===== config.mk =====
export PLATFORM = sky130hd
export DESIGN_NAME = wdog_guarded_top
export DESIGN_NICKNAME = d
export VERILOG_FILES = /design/src/rtl/wdog_pkg.sv /design/src/rtl/wdog_reload_guard.sv /design/src/rtl/wdog_countdown.sv /design/src/rtl/wdog_event.sv /design/src/rtl/wdog_guarded_top.sv
export SDC_FILE = /design/constraint.sdc
export NUM_CORES = 1
export LEC_CHECK = 0
export CAP_MARGIN = 15
export CORE_ASPECT_RATIO = 0.8
export CORE_UTILIZATION = 55
export DETAILED_ROUTE_END_ITERATION = 7
export DONT_BUFFER_PORTS = 1
export GPL_TIMING_DRIVEN = 0
export PLACE_DENSITY = 0.7
export SYNTH_ARGS = -nofsm -noshare
export SYNTH_HDL_FRONTEND = slang
export SYNTH_SLANG_ARGS = --single-unit

===== constraint.sdc =====
create_clock -name clk -period 2.3 [get_ports clk]
set_input_delay 0.575 -clock clk [delete_from_list [all_inputs] [get_ports clk]]
set_output_delay 0.575 -clock clk [all_outputs]
set_load 0.02 [all_outputs]

===== src/rtl/wdog_pkg.sv =====
package wdog_pkg;

    localparam int BYTE_W = 8;
    localparam int ADDR_W = 2;
    localparam int CNT_W  = 2 * BYTE_W;

    localparam logic [ADDR_W-1:0] ADDR_HI   = 2'd0;
    localparam logic [ADDR_W-1:0] ADDR_LO   = 2'd1;
    localparam logic [ADDR_W-1:0] ADDR_STAT = 2'd2;

    localparam logic [BYTE_W-1:0] KEY_FIRST  = 8'h55;
    localparam logic [BYTE_W-1:0] KEY_SECOND = 8'hAA;

    typedef enum logic [1:0] {
        LK_IDLE,
        LK_SAW_FIRST,
        LK_OPEN_HI,
        LK_OPEN_LO
    } lock_state_e;

    typedef struct packed {
        logic              en;
        logic [ADDR_W-1:0] addr;
        logic [BYTE_W-1:0] data;
    } reg_wr_t;

    typedef struct packed {
        logic rst;
        logic recov;
        logic exc;
    } expire_req_t;

    function automatic logic hits(input reg_wr_t w, input logic [ADDR_W-1:0] a);
        return w.en && (w.addr == a);
    endfunction

endpackage


===== src/rtl/wdog_reload_guard.sv =====
module wdog_reload_guard
    import wdog_pkg::*;
#(
    parameter logic [CNT_W-1:0] RELOAD_INIT = 16'h0040
) (
    input  logic             clk,
    input  logic             rst,
    input  reg_wr_t          wr,
    output logic [CNT_W-1:0] reload
);

    lock_state_e       st_q, st_d;
    logic [BYTE_W-1:0] hi_q, lo_q;
    logic              hi_we, lo_we, hi_acc, lo_acc;

    assign hi_acc = hits(wr, ADDR_HI);
    assign lo_acc = hits(wr, ADDR_LO);

    always_comb begin
        st_d  = st_q;
        hi_we = 1'b0;
        lo_we = 1'b0;
        unique case (st_q)
            LK_IDLE: begin
                if (hi_acc && wr.data == KEY_FIRST) st_d = LK_SAW_FIRST;
            end
            LK_SAW_FIRST: begin
                if (hi_acc && wr.data == KEY_SECOND) st_d = LK_OPEN_HI;
                else if (hi_acc || lo_acc)          st_d = LK_IDLE;
            end
            LK_OPEN_HI: begin
                if (hi_acc) begin
                    hi_we = 1'b1;
                    st_d  = LK_OPEN_LO;
                end else if (lo_acc) begin
                    st_d = LK_IDLE;
                end
            end
            LK_OPEN_LO: begin
                if (lo_acc) begin
                    lo_we = 1'b1;
                    st_d  = LK_IDLE;
                end else if (hi_acc) begin
                    st_d = LK_IDLE;
                end
            end
            default: st_d = LK_IDLE;
        endcase
    end

    always_ff @(posedge clk) begin
        if (rst) begin
            st_q <= LK_IDLE;
            hi_q <= RELOAD_INIT[CNT_W-1:BYTE_W];
            lo_q <= RELOAD_INIT[BYTE_W-1:0];
        end else begin
            st_q <= st_d;
            if (hi_we) hi_q <= wr.data;
            if (lo_we) lo_q <= wr.data;
        end
    end

    assign reload = {hi_q, lo_q};

    assert_hi_guarded_R3: assert property (@(posedge clk) disable iff (rst)
        (st_q != LK_OPEN_HI) |=> $stable(hi_q));
    assert_lo_guarded_R3: assert property (@(posedge clk) disable iff (rst)
        (st_q != LK_OPEN_LO) |=> $stable(lo_q));
    assert_key_keeps_hi_R2: assert property (@(posedge clk) disable iff (rst)
        (hi_acc && (wr.data == KEY_FIRST || wr.data == KEY_SECOND) &&
         (st_q == LK_IDLE || st_q == LK_SAW_FIRST)) |=> $stable(hi_q));
    assert_hi_takes_data_R1: assert property (@(posedge clk) disable iff (rst)
        (st_q == LK_OPEN_HI && hi_acc) |=> (hi_q == $past(wr.data)));

endmodule


===== src/rtl/wdog_countdown.sv =====
module wdog_countdown
    import wdog_pkg::*;
#(
    parameter logic [CNT_W-1:0] RELOAD_INIT = 16'h0040
) (
    input  logic             clk,
    input  logic             rst,
    input  logic             refresh,
    input  logic             tick,
    input  logic [CNT_W-1:0] reload,
    output logic             expire
);

    localparam logic [CNT_W-1:0] ONE = CNT_W'(1);

    logic [CNT_W-1:0] cnt_q;
    logic             running;

    assign running = (cnt_q != '0);
    assign expire  = tick && !refresh && (cnt_q == ONE);

    always_ff @(posedge clk) begin
        if (rst)                  cnt_q <= RELOAD_INIT;
        else if (refresh)         cnt_q <= reload;
        else if (tick && running) cnt_q <= cnt_q - ONE;
    end

    assert_refresh_loads_R5: assert property (@(posedge clk) disable iff (rst)
        refresh |=> (cnt_q == $past(reload)));
    assert_idle_hold_R6: assert property (@(posedge clk) disable iff (rst)
        (!refresh && !tick) |=> $stable(cnt_q));
    assert_zero_parks_R6: assert property (@(posedge clk) disable iff (rst)
        (!refresh && cnt_q == '0) |=> (cnt_q == '0));
    assert_expire_lands_zero_R6: assert property (@(posedge clk) disable iff (rst)
        expire |=> (cnt_q == '0));

endmodule


===== src/rtl/wdog_event.sv =====
module wdog_event
    import wdog_pkg::*;
(
    input  logic        clk,
    input  logic        rst,
    input  logic        expire,
    input  logic        rst_sel,
    input  logic        stop_mode,
    input  logic        clr_wd,
    input  logic        clr_stop,
    output expire_req_t req,
    output logic        flag_wd,
    output logic        flag_stop
);

    expire_req_t req_d;
    logic        set_wd, set_stop;

    always_comb begin
        req_d.rst   = expire && rst_sel && !stop_mode;
        req_d.recov = expire && rst_sel && stop_mode;
        req_d.exc   = expire && !rst_sel;
    end

    assign set_wd   = expire && rst_sel;
    assign set_stop = expire && rst_sel && stop_mode;

    always_ff @(posedge clk) begin
        if (rst) begin
            req       <= '0;
            flag_wd   <= 1'b0;
            flag_stop <= 1'b0;
        end else begin
            req <= req_d;
            if (set_wd)      flag_wd <= 1'b1;
            else if (clr_wd) flag_wd <= 1'b0;
            if (set_stop)      flag_stop <= 1'b1;
            else if (clr_stop) flag_stop <= 1'b0;
        end
    end

    assert_one_req_R6: assert property (@(posedge clk) disable iff (rst)
        $onehot0({req.rst, req.recov, req.exc}));
    assert_rst_pulse_R6: assert property (@(posedge clk) disable iff (rst)
        req.rst |=> !req.rst);
    assert_rst_flags_R7: assert property (@(posedge clk) disable iff (rst)
        req.rst |-> flag_wd);
    assert_recov_flags_R8: assert property (@(posedge clk) disable iff (rst)
        req.recov |-> (flag_wd && flag_stop));
    assert_exc_no_flag_R9: assert property (@(posedge clk) disable iff (rst)
        (expire && !rst_sel && !clr_wd) |=> (flag_wd == $past(flag_wd)));

endmodule


===== src/rtl/wdog_guarded_top.sv =====
module wdog_guarded_top
    import wdog_pkg::*;
#(
    parameter logic [15:0] RELOAD_INIT = 16'h0040
) (
    input  logic        clk,
    input  logic        rst,
    input  logic        wr_en,
    input  logic [1:0]  wr_addr,
    input  logic [7:0]  wr_data,
    input  logic        refresh,
    input  logic        tick_en,
    input  logic        stop_mode,
    input  logic        rst_on_expire,
    output logic [15:0] reload_value,
    output logic        reset_req,
    output logic        stop_recover_req,
    output logic        exception_req,
    output logic        flag_wd,
    output logic        flag_stop
);

    reg_wr_t     wr;
    expire_req_t req;
    logic        expire, stat_wr;

    assign wr      = '{en: wr_en, addr: wr_addr, data: wr_data};
    assign stat_wr = hits(wr, ADDR_STAT);

    wdog_reload_guard #(.RELOAD_INIT(RELOAD_INIT)) u_guard (
        .clk    (clk),
        .rst    (rst),
        .wr     (wr),
        .reload (reload_value)
    );

    wdog_countdown #(.RELOAD_INIT(RELOAD_INIT)) u_count (
        .clk     (clk),
        .rst     (rst),
        .refresh (refresh),
        .tick    (tick_en),
        .reload  (reload_value),
        .expire  (expire)
    );

    wdog_event u_event (
        .clk       (clk),
        .rst       (rst),
        .expire    (expire),
        .rst_sel   (rst_on_expire),
        .stop_mode (stop_mode),
        .clr_wd    (stat_wr && wr_data[0]),
        .clr_stop  (stat_wr && wr_data[1]),
        .req       (req),
        .flag_wd   (flag_wd),
        .flag_stop (flag_stop)
    );

    assign reset_req        = req.rst;
    assign stop_recover_req = req.recov;
    assign exception_req    = req.exc;

endmodule


==> Word level (Yosys, flattened, before mapping) <==
Cells that the tools add are included.
Widths: inputs -> output; s select.
{ "classes": {"n_addsub": 1, "mul": 0, "n_div": 0, "order_cmp": 0, "n_eq_ne": 12, "shift": 0, "n_mux": 18, "bitwise_logic": 0, "reduce_logical": 25} }
{ "ops": {"columns": ["cell", "n"], "rows": [
  ["$mux 16", 2],
  ["$eq 16x1->1 const B", 1],
  ["$reduce_bool 16->1", 1],
  ["$sub 16x1->16 const B", 1],
  ["$logic_and 1x1->1", 14],
  ["$mux 2", 7],
  ["$ne 3x1->1 const B", 3],
  ["$eq 8x7->1 const B", 1],
  ["$eq 8x8->1 const B", 1],
  ["$mux 1", 8],
  ["$pmux 2 s4", 1],
  ["$eq 2x2->1 const B", 3],
  ["$reduce_bool 2->1", 3],
  ["$eq 2x1->1 const B", 2],
  ["$logic_not 2->1", 2],
  ["$reduce_and 4->1", 1],
  ["$logic_not 1->1", 3],
  ["$ne 2x1->1 const B", 1],
  ["$logic_or 1x1->1", 1]
]} }
{ "totals": {"reg_bits": 39, "latch_bits": 0, "ram_bits": 0, "mem_bits_ro": 0, "inputBits": 17, "out_inout_bits": 21, "word_cells": 65, "memories": 0} }

==> Logic depth before layout (Yosys ltp) <==
{ "logic_depth": {"word_depth": 6, "depth_mapped": 7, "mapped_depth_nobuf": 6} }

==> Hierarchy <==
A second synthesis with hierarchy kept.
{ "unflattened": {"cells_unflattened": 226, "area_unflattened_um2": 2145.8} }
{ "modules_own_cells": {"columns": ["module", "n_inst", "cells_per_inst", "area_each_um2", "seq_area_each_um2"], "rows": [
  ["wdog_countdown", 1, 129, 1116.1, 320.3],
  ["wdog_reload_guard", 1, 81, 845.8, 360.3],
  ["wdog_event", 1, 14, 163.9, 100.1],
  ["wdog_guarded_top", 1, 2, 20.0, 0.0]
]} }

==> Least setup slack after synthesis <==
No wires, ideal clock.
{ "synth_timing": {"kind": "flip-flop to flip-flop", "startpoint": "register u_count.cnt_q[4]", "endpoint": "register u_count.cnt_q[10]", "arrival_ps": 1923, "t_required_ps": 2209, "path_slack_ps": 286, "path_stages_with_launch": 6, "n_path_buf": 1, "period_less_slack_ps": 2014, "path_cell_list": "dfxtp_1 or4_1 buf_2 or3_4 or4_1 a311oi_1"} }
{ "synth_via": {"elab_chain_len": 3} }
{ "synth_lines": {"columns": ["element", "line_no", "source"], "rows": [
  ["start: declaration", "wdog_countdown.sv:16", "logic [CNT_W-1:0] cnt_q;"],
  ["start signal: assignment", "wdog_countdown.sv:24", "else if (refresh) cnt_q <= reload;"],
  ["start signal: assignment", "wdog_countdown.sv:25", "else if (tick && running) cnt_q <= cnt_q - ONE;"],
  ["$sub 16x1->16 or $reduce_bool 16->1 (tied branches)", "wdog_countdown.sv:25, wdog_countdown.sv:19", null],
  ["$mux 16 or $logic_and 1x1->1 (tied branches)", "wdog_countdown.sv:25", null],
  ["$mux 16 or $reduce_bool 2->1 (tied branches)", null, null]
]} }
Parallel ways exist; a longest one is shown, timed or not. The select of a mux whose other input is x is not followed.
A chain may end at the register's enable or synchronous reset.

==> Worst setup path in the final report <==
Same ends and word-level chain as after synthesis.

==> flow_summary.json <==
{
  "synthCells": 221,
  "grt_pass1_wl_um": 7672,
  "post_cts_buffers": 0,
  "cp_num_buf_inv": 1,
  "yosys_register_bits": 39,
  "top_layer": "met4",
  "worst-setup-path-type": "reg2reg",
  "num-fill-cells": 278,
  "drt_iter0_drc": 185,
  "cp_data_required_time_ns": 2.51,
  "yosys.area_share.adder_pct": 1.316,
  "skew_ns": 0.007496,
  "power_density_mw_per_mm2": 692.7,
  "final-max-slew-violation-count": 0,
  "synth.distinct_cells": 50,
  "fin_util_pct": 65.26,
  "status": "complete, no violations",
  "wl_um": 5122,
  "startpoint_type": "register",
  "via_count": 1787,
  "cts_inserted_buffers": 5,
  "slew_headroom_pct": 50.09,
  "core-area_mm2": 0.003198,
  "rsz0062_at_grt": "false",
  "ioPinCount": 38,
  "ctsHtreeMaxLevel": 2,
  "wl_met1_um": 2295,
  "n_antenna_cell": 0,
  "clk_pin_slew_worst_paths_ns": 0.07,
  "setup_viol": 0,
  "cp_max_fo": 7,
  "cts_buffer_depth": 2,
  "yosysSeqAreaShare_pct": 41.05,
  "clk_latency_ns": 0.30,
  "overflow": 0,
  "cts_sinks": 39,
  "cpMostUsedCell": "or4_1",
  "areaGrowthSynthToFinish_pct": 9.737,
  "cts_root_buf": "clkbuf_8",
  "drc": 0,
  "synth.cell_area_mm2": 0.001902,
  "grtUsageTotal_pct": 29.27,
  "gp_congestion": 0.8626,
  "dr.pass1.iters": 4,
  "antenna_found_initial": 0,
  "grt_pass1_vias": 1624,
  "dpl.hpwl_um": 3781,
  "die_w_um": 67.75,
  "hold_viol_final": 0,
  "synth_xor_area_share_pct": 0.4605,
  "synth_edf_count": 0,
  "setup_tns_ns": 0,
  "power_leakage_nw": 0.8038,
  "max_cap_violations": 0,
  "wl_met2_um": 2335,
  "dieArea_mm2": 0.003699,
  "grt_start_max_net_pins": 13,
  "synth-simple-area-share_pct": 28.09,
  "synth_top_family_by_area": "simple AND/OR/NAND/NOR gates",
  "io_buffers": 0,
  "synth_compound_area_share_pct": 18.75,
  "cts_tree": "done",
  "via_per_inst": 6.668,
  "synthFlopType": "dfxtp_1",
  "synthMuxAreaShare_pct": 6.316,
  "fin_nets": 246,
  "slowest_delay_ns": 0.52,
  "cp-end-kind": "register",
  "syn_area_per_cell_um2": 8.606,
  "ys_async_sr_fraction_pct": 0,
  "fin_crit_ns": 2.142,
  "syn-num-nets": 240,
  "rows": 18,
  "max_freq_mhz": 466.8,
  "drive_above_1_share_pct": 7.018,
  "peakVddDrop_mv": 0.4760,
  "start_util_pct": 59.47,
  "worstPathCellList": "or4_1 -> buf_2 -> or3_4 -> or4_1 -> a311oi_1",
  "slowest_stage": "or4_1",
  "period_share_pct": 93.13,
  "wl_met3_um": 393,
  "worstHoldPathType": "in2reg",
  "finalPower_mw": 1.446,
  "wl_per_cell_um": 19.11,
  "die_y_um": 54.60,
  "crit_arrival_ns": 2.35,
  "final_antenna_net_count": 0,
  "ys_warn_count": 0,
  "tightest_slew_ns": 0.7389,
  "path_delay_family": "simple AND/OR/NAND/NOR gates"
}
==> metal layers <==
metal	GRT usage, %	vias to the layer above
met4	12.06	0
met1	38.28	861
met5	0	-
met3	7.917	11
li1	-	846
met2	45.54	69
==> Yosys cell counts (2+ instances only) <==
library cell	n	area, um^2
nand2b_1	3	18.77
o21bai_1	2	15.01
nor4_1	6	37.54
o41ai_1	3	26.28
a311oi_1	5	43.79
nand3b_1	3	22.52
nor2_1	27	101.4
and2_1	3	18.77
mux2i_1	12	120.1
nand2_1	20	75.07
ha_1	2	25.02
nand3_1	2	10.01
or3_1	4	25.02
dfxtp_1	39	780.8
or4_1	10	75.07
and3_1	3	18.77
a21oi_1	11	55.05
clkbuf_1	10	37.54
a41oi_1	2	17.52
nand4_1	3	18.77
o31ai_1	6	45.04
o21ai_0	7	35.03
inv_1	8	30.03
nor4bb_1	4	40.04
==> cell families (layout without fill, tap and decap cells) <==
| family | Yosys count | count (layout) |
|---|---|---|
| XOR/XNOR | 1 | 1 |
| AO/OA/AOI/OAI | 50 | 50 |
| multiplexers | 12 | 12 |
| flip-flops | 39 | 39 |
| AND/OR/NAND/NOR | 97 | 97 |
| adder cells (fa/ha/maj) | 2 | 2 |
| buffers and inverters | 20 | 27 |
==> where the power goes <==
| group | internal, mW | switching, mW |
|---|---|---|
| logic | 0.0536 | 0.0915 |
| registers | 0.686 | 0.0175 |
| clock network | 0.351 | 0.245 |
==> timing repair <==
item                       in CTS  in global routing
hold buffers                    0                  0
setup endpoints to repair       9                 11
resized for setup               2                  4
hold endpoints to repair        0                  0
==> final timing paths <==
| check | start | endpoint | slack (ns) | cells after the start |
|---|---|---|---|---|
| setup / recovery | u_count.cnt_q[4] | u_count.cnt_q[10] | 0.16 | 5 |
| hold / removal | stop_mode | u_event.req[2] | 0.34 | 1 |
| setup reg to reg | u_count.cnt_q[4] | u_count.cnt_q[10] | 0.16 | 5 |
| hold reg to reg | u_guard.st_q[0] | u_guard.st_q[0] | 0.49 | 2 |
==> through the flow <==
stage / area, um^2 / cells / hold slack (ns) / setup slack [ns]
floorplan: 1902 / 221 / 0.4561 / 0.2864
global placement: 1952 / 261 / 0.4742 / -0.07854
detailed placement: 1952 / 261 / 0.4880 / -0.1405
CTS: 2081 / 269 / 0.3431 / 0.04096
global route: 2087 / 268 / 0.3386 / 0.01194
finish: 2087 / 268 / 0.3418 / 0.1579
==> area by class of cell <==
type / instances / area, um^2 / area share, %
Sequential cell: 39 / 780.7 / 37.41
Buffer: 11 / 43.79 / 2.098
Inverter: 8 / 30.03 / 1.439
Clock inverter: 2 / 35.03 / 1.679
Clock buffer: 6 / 82.58 / 3.957
Multi-Input combinational cell: 162 / 1065 / 51.02
Tap cell: 40 / 50.05 / 2.398
==> cell usage in the layout (no fill, tap or decap), types with 4 or more instances in the layout <==
cell type  count
nor4bb_1       4
nor4_1         5
nand2_1       20
a311oi_1       5
or4_1         10
clkbuf_1       9
a21oi_1       11
o21ai_0        7
o31ai_1        6
clkbuf_8       6
dfxtp_1       39
inv_1          8
or3_1          4
mux2i_1       12
nor2_1        27
==> state kept, by name (all words and copies together) (netlist names) <==
register           count
u_count.cnt_q         16
u_guard.hi_q           8
u_guard.lo_q           8
u_event.req            3
u_guard.st_q           2
u_event.flag_stop      1
u_event.flag_wd        1
Power figures use the tool's default switching activity.
